File: config.mk
export PLATFORM = sky130hd
export DESIGN_NAME = mgmt_watchdog
export DESIGN_NICKNAME = d
export VERILOG_FILES = /design/src/rtl/mgwd_pkg.sv /design/src/rtl/mgwd_edge_sync.sv /design/src/rtl/mgwd_prescaler.sv /design/src/rtl/mgwd_timeout_ctr.sv /design/src/rtl/mgwd_pulse.sv /design/src/rtl/mgmt_watchdog.sv
export SDC_FILE = /design/constraint.sdc
export NUM_CORES = 1
export LEC_CHECK = 0
export ABC_AREA = 1
export BUFFER_PORTS_ARGS = -buffer_cell sky130_fd_sc_hd__buf_2
export CAP_MARGIN = 20
export CORE_MARGIN = 2
export CORE_UTILIZATION = 55
export DETAILED_ROUTE_END_ITERATION = 8
export GPL_TIMING_DRIVEN = 0
export PLACE_DENSITY = 0.72
export SYNTH_ARGS = -nofsm -noshare
export SYNTH_HDL_FRONTEND = slang
export SYNTH_SLANG_ARGS = --single-unit
File: constraint.sdc
create_clock -name clk -period 1.6 [get_ports clk]
set_clock_uncertainty 0.2 [all_clocks]
set_input_delay 0.32 -clock clk [delete_from_list [all_inputs] [get_ports clk]]
set_output_delay 0.32 -clock clk [all_outputs]
set_load 0.05 [all_outputs]
File: src/rtl/mgwd_pkg.sv
// Shared types for the management watchdog.
package mgwd_pkg;
    // Arming state of the expiry consequence logic
    typedef enum logic {
        ARM_OFF = 1'b0,
        ARM_ON  = 1'b1
    } arm_e;
endpackage

File: src/rtl/mgwd_edge_sync.sv
// Synchroniser with rising-edge detect.
// Assumes din is asynchronous to clk. rise lasts one cycle, STAGES+0 edges after din rises.
module mgwd_edge_sync #(
    parameter int STAGES = 2
) (
    input  logic clk,
    input  logic rst_n,
    input  logic din,
    output logic rise
);
    logic [STAGES:0] sh;

    // shift the input through the synchroniser plus one history flop
    always_ff @(posedge clk) begin
        if (!rst_n) sh <= '0;
        else        sh <= {sh[STAGES-1:0], din};
    end

    // rising edge of the synchronised level
    always_comb rise = sh[STAGES-1] & ~sh[STAGES];
endmodule

File: src/rtl/mgwd_prescaler.sv
// Divides clk into a one-cycle tick every PRESCALE cycles.
// Assumes PRESCALE >= 2. clr restarts the division from zero.
module mgwd_prescaler #(
    parameter int PRESCALE = 100_000_000
) (
    input  logic clk,
    input  logic rst_n,
    input  logic clr,
    output logic tick
);
    localparam int PW = (PRESCALE > 1) ? $clog2(PRESCALE) : 1;
    localparam logic [PW-1:0] LAST = PW'(PRESCALE - 1);

    logic [PW-1:0] pcnt;

    // terminal count of the divider
    always_comb tick = (pcnt == LAST);

    // count clock cycles, wrap at the terminal count or on clear
    always_ff @(posedge clk) begin
        if (!rst_n)             pcnt <= '0;
        else if (clr || tick)   pcnt <= '0;
        else                    pcnt <= pcnt + 1'b1;
    end
endmodule

File: src/rtl/mgwd_timeout_ctr.sv
// Free-running tick counter that flags expiry after TIMEOUT_TICKS ticks.
// Assumes tick is a single-cycle pulse. clr overrides both counting and expiry.
module mgwd_timeout_ctr #(
    parameter int TIMEOUT_TICKS = 96,
    parameter int TW            = 7
) (
    input  logic          clk,
    input  logic          rst_n,
    input  logic          clr,
    input  logic          tick,
    output logic          expire,
    output logic [TW-1:0] tcnt
);
    localparam logic [TW-1:0] LAST = TW'(TIMEOUT_TICKS - 1);

    // terminal tick reached with no competing clear
    always_comb expire = tick & (tcnt == LAST) & ~clr;

    // advance on each tick, restart at zero after the terminal tick
    always_ff @(posedge clk) begin
        if (!rst_n)      tcnt <= '0;
        else if (clr)    tcnt <= '0;
        else if (tick)   tcnt <= (tcnt == LAST) ? '0 : tcnt + 1'b1;
    end
endmodule

File: src/rtl/mgwd_pulse.sv
// Stretches a single-cycle trigger into a pulse of LEN cycles, starting on the next edge.
// Assumes the trigger does not repeat while a pulse is running.
module mgwd_pulse #(
    parameter int LEN = 16
) (
    input  logic clk,
    input  logic rst_n,
    input  logic trig,
    output logic pulse
);
    localparam int CW = $clog2(LEN + 1);

    logic [CW-1:0] remain;

    // load the length on trigger, count down to zero
    always_ff @(posedge clk) begin
        if (!rst_n)               remain <= '0;
        else if (trig)            remain <= CW'(LEN);
        else if (remain != '0)    remain <= remain - 1'b1;
    end

    // output is high while cycles remain
    always_comb pulse = (remain != '0);
endmodule

File: src/rtl/mgmt_watchdog.sv
// Always-running watchdog for a management controller.
// Counts PRESCALE*TIMEOUT_TICKS cycles between strobe edges. An expiry raises isolation and
// a controller reset pulse only when armed by a bus-enable edge. Assumes strobe_i and
// bus_en_i are asynchronous, and that reset is synchronous and active low.
module mgmt_watchdog #(
    parameter int PRESCALE      = 100_000_000,
    parameter int TIMEOUT_TICKS = 96,
    parameter int RST_PULSE_CYC = 16,
    parameter int SYNC_STAGES   = 2
) (
    input  logic clk,
    input  logic rst_n,
    input  logic strobe_i,
    input  logic bus_en_i,
    output logic ctrl_reset_o,
    output logic bus_isolate_o
);
    import mgwd_pkg::*;

    localparam int TW = (TIMEOUT_TICKS > 1) ? $clog2(TIMEOUT_TICKS) : 1;

    logic          strobe_rise;
    logic          arm_rise;
    logic          tick;
    logic          expire;
    logic [TW-1:0] tcnt;
    logic          fire;
    logic          armed_on;
    arm_e          arm_q;
    logic          iso_q;

    mgwd_edge_sync #(.STAGES(SYNC_STAGES)) u_strobe_sync (
        .clk(clk), .rst_n(rst_n), .din(strobe_i), .rise(strobe_rise)
    );

    mgwd_edge_sync #(.STAGES(SYNC_STAGES)) u_arm_sync (
        .clk(clk), .rst_n(rst_n), .din(bus_en_i), .rise(arm_rise)
    );

    mgwd_prescaler #(.PRESCALE(PRESCALE)) u_presc (
        .clk(clk), .rst_n(rst_n), .clr(strobe_rise), .tick(tick)
    );

    mgwd_timeout_ctr #(.TIMEOUT_TICKS(TIMEOUT_TICKS), .TW(TW)) u_ctr (
        .clk(clk), .rst_n(rst_n), .clr(strobe_rise), .tick(tick),
        .expire(expire), .tcnt(tcnt)
    );

    // expiry consequences apply only while armed
    always_comb begin
        armed_on = (arm_q == ARM_ON);
        fire     = expire & armed_on;
    end

    // arming and isolation: an expiry beats a simultaneous arming edge
    always_ff @(posedge clk) begin
        if (!rst_n) begin
            arm_q <= ARM_OFF;
            iso_q <= 1'b0;
        end else if (fire) begin
            arm_q <= ARM_OFF;
            iso_q <= 1'b1;
        end else if (arm_rise) begin
            arm_q <= ARM_ON;
            iso_q <= 1'b0;
        end
    end

    mgwd_pulse #(.LEN(RST_PULSE_CYC)) u_rst_pulse (
        .clk(clk), .rst_n(rst_n), .trig(fire), .pulse(ctrl_reset_o)
    );

    // isolation output straight from its register
    always_comb bus_isolate_o = iso_q;
endmodule

==> impl_results.md <==
- Critical Path RT: 1.08 ns
- Fin. max-slew vios: 0
- Clk root buf: clkbuf_8
- PwrDens: 917.5 mW/mm^2
- Dpl cells: 402
- GRT Util Overall: 0.2151
- # IOs: 6
- Wire per inst: ~13 um
- Yosys reg bits: 47
- Synthesized cell area: 0.002351 mm^2
- Failing checks: negative setup slack
- Later-pin clock latency in the skew report: about 0.31 ns
- Timing-limited maximum frequency: roughly 0.57 GHz
- Die Area: ~0.0048 mm^2
- Setup ws final: -0.1695 ns
- Hold crit path type: in2reg
- Max FO, Critical Path: 2
- Outcome: finished with violations
- Reg2Reg Depth: 8
- Layout cells sized above 1: 0.3474
- # DRC: 0
- Post-Route Setup TNS: -0.6287 ns
- Clock buffer depth: 2
- Yosys cell types: 25
- Diode count: 0
- Gr busiest metal: met2
- Starting Density: 0.5794
- Asr flop ratio synth: 0
- Area Overhead vs Synth: 31.51%
- Total CTS buffers: 5
- Sequential area share after synthesis: 0.4002
- Placement Setup Slack: -0.1967 ns
- Synth Flop Type: dfxtp_1
- Crit end category: output port
- FF/Latch Area: 978.4 um^2
- Fin cells: 430
- Met1 Resource Use GR: 0.2791
- Synth Instances: 348
- Routability cong.: 0.9147
- Hold_ws: 0.08223 ns
- DP HPWL: approximately 3.4 mm
- Fill count: between 200 and 300
- Vias in the first global route: 1971
- Routed via count: 2273
- Final WL: 5.688 mm
- Core area: between 0.004 and 0.005 mm^2
- I/O Buffers: 4
- Type of origin of the critical path: flop
- Setup violators final: 23
- Pin count of the biggest net entering global routing: 17
- Worst rel slew slack: 0.7598
- Vias/cell: 5.286
- Synth Net Count: 355
- Register clock-pin slew on the reported worst setup and hold paths: 0.09 ns
- Hold Vio Cnt, Final: 0
- Clock sink total: 47
- Fin nets: 386
- WS Path Type: reg2out
- Power Total: 2.837 mW
- Syn Area/Cell: 6.756 um^2
- Footprint of the multi-input gates: 0.001486 mm^2
- Post-route ant nets: 0
- Htree depth: 2
- Row count: 23
- Met2 usage: 0.3494
- Worst slew pin tran: ~0.36 ns
- Initial DRC count: ~270
- Depth of the worst hold-timing path: 3
- Pre-antenna DRT Iters: 4
- Tcrit/Tclk final: 1.106
- RSZ-0062 raised after global routing: true
- Synthesis warning total: 0
- Die X: 69.38 um
- TritonCTS clock tree: yes
- Number of max-cap violations: 0
- Final min period: ~1.8 ns
- Met3 usage: 0.05669
- First-pass GRT wire length: 8.418 mm
- Leak: 1.154 nW
- Die H: 69.38 um
- Worst vdd ir: 0.0009372 V
- EDFF count, synth: 0
- Total congestion overflow: 0
- Crit path DAT: 1.25 ns
- Initial antenna violation count: 0
==> registers in the layout, indices dropped and copies added, names as in the netlist <==
register            flops
u_rst_pulse.remain      5
u_ctr.tcnt              7
arm_q                   1
u_presc.pcnt           27
u_arm_sync.sh           3
u_strobe_sync.sh        3
bus_isolate_o           1
==> worst paths after layout <==
| kind | from | slack [ns] | to |
|---|---|---|---|
| setup / recovery | u_rst_pulse.remain[0] | -0.17 | ctrl_reset_o |
| hold reg to reg | u_strobe_sync.sh[0] | 0.22 | u_strobe_sync.sh[1] |
| hold / removal | rst_n | 0.08 | u_strobe_sync.sh[1] |
| setup reg to reg | u_presc.pcnt[9] | -0.04 | u_rst_pulse.remain[3] |
==> critical path, stage by stage (launching register included) <==
cell and delay (ns):
dfxtp_2 0.34, inv_2 0.06, ha_4 0.13, inv_2 0.04, nor3_4 0.12, nand2_2 0.09
buf_8 0.15
==> stage by stage <==
stage            util  instance area, um^2
2_1_floorplan       -                 2359
3_3_place_gp   0.6016                 2441
3_5_place_dp   0.6016                 2441
4_1_cts        0.6753                 2740
5_1_grt        0.7619                 3092
6_report       0.7619                 3092
==> synth_stat cells, types with 2 or more instances <==
cell type,number,area share
nand2_1,90,0.14
nor2_1,67,0.11
dfxtp_1,47,0.40
inv_1,47,0.075
a21oi_1,22,0.047
nand3_1,15,0.032
xor2_1,12,0.045
nand4_1,6,0.016
nor3_1,6,0.013
o21ai_0,6,0.013
nand2_2,4,0.011
xnor2_1,4,0.015
ha_1,3,0.016
nand3b_1,3,0.0096
or2_2,3,0.0080
buf_6,2,0.0096
nor2_2,2,0.0053
nor2_4,2,0.0096
==> routing by layer <==
metal | wire length, um | up-vias
met4 | 130 | 0
met2 | 2809 | 66
met5 | 0 | -
met1 | 2446 | 1050
met3 | 301 | 14
li1 | - | 1143
==> cell type report <==
cell class                      instances  area share
Inverter                               48     0.05989
Sequential cell                        47      0.3165
Timing Repair Buffer                   24     0.07365
Multi-Input combinational cell        250      0.4808
Clock buffer                            5     0.02226
Tap cell                               50     0.02023
Clock inverter                          3     0.01538
Buffer                                  3     0.01133
==> power by group <==
| part | internal (mW) | leakage, nW | switching (mW) | total [mW] |
|---|---|---|---|---|
| clock | 0.474 | 0.0587 | 0.424 | 0.898 |
| combinational | 0.324 | 0.702 | 0.339 | 0.663 |
| sequential | 1.22 | 0.393 | 0.0523 | 1.28 |
==> cells by family (layout without fill, tap and decap cells) <==
kind of cell	after synthesis	after routing	share of synthesized area
AND/OR/NAND/NOR	200	200	0.3667
buffers and inverters	51	83	0.08834
flip-flops	47	47	0.4002
AO/OA/AOI/OAI	31	31	0.06919
XOR/XNOR	16	16	0.05960
adder cells (fa/ha/maj)	3	3	0.01597
==> layout by cell type (no fill, tap or decap), drive strengths merged <==
master and instances:
a211oi 1, o31ai 1, nand4 6, buf 23, a21oi 22, xnor2 4
a21boi 1, nor3 6, clkbuf 7, nand3 16, nand2 95, dlygate4sd3 2
ha 3, xor2 12, or2 3, clkinv 1, dfxtp 47, bufinv 1
nand3b 3, inv 49, nor2 71, o21ai 6
==> what timing repair did <==
item,in CTS,in global routing
gates resized for setup,34,79
pin swaps,7,23
endpoints found under the setup margin,41,41
setup buffers,10,6
cloned,0,2
hold endpoints to repair,2,0
hold buffers,2,0
Note: power is estimated with default switching activity, not from simulation.
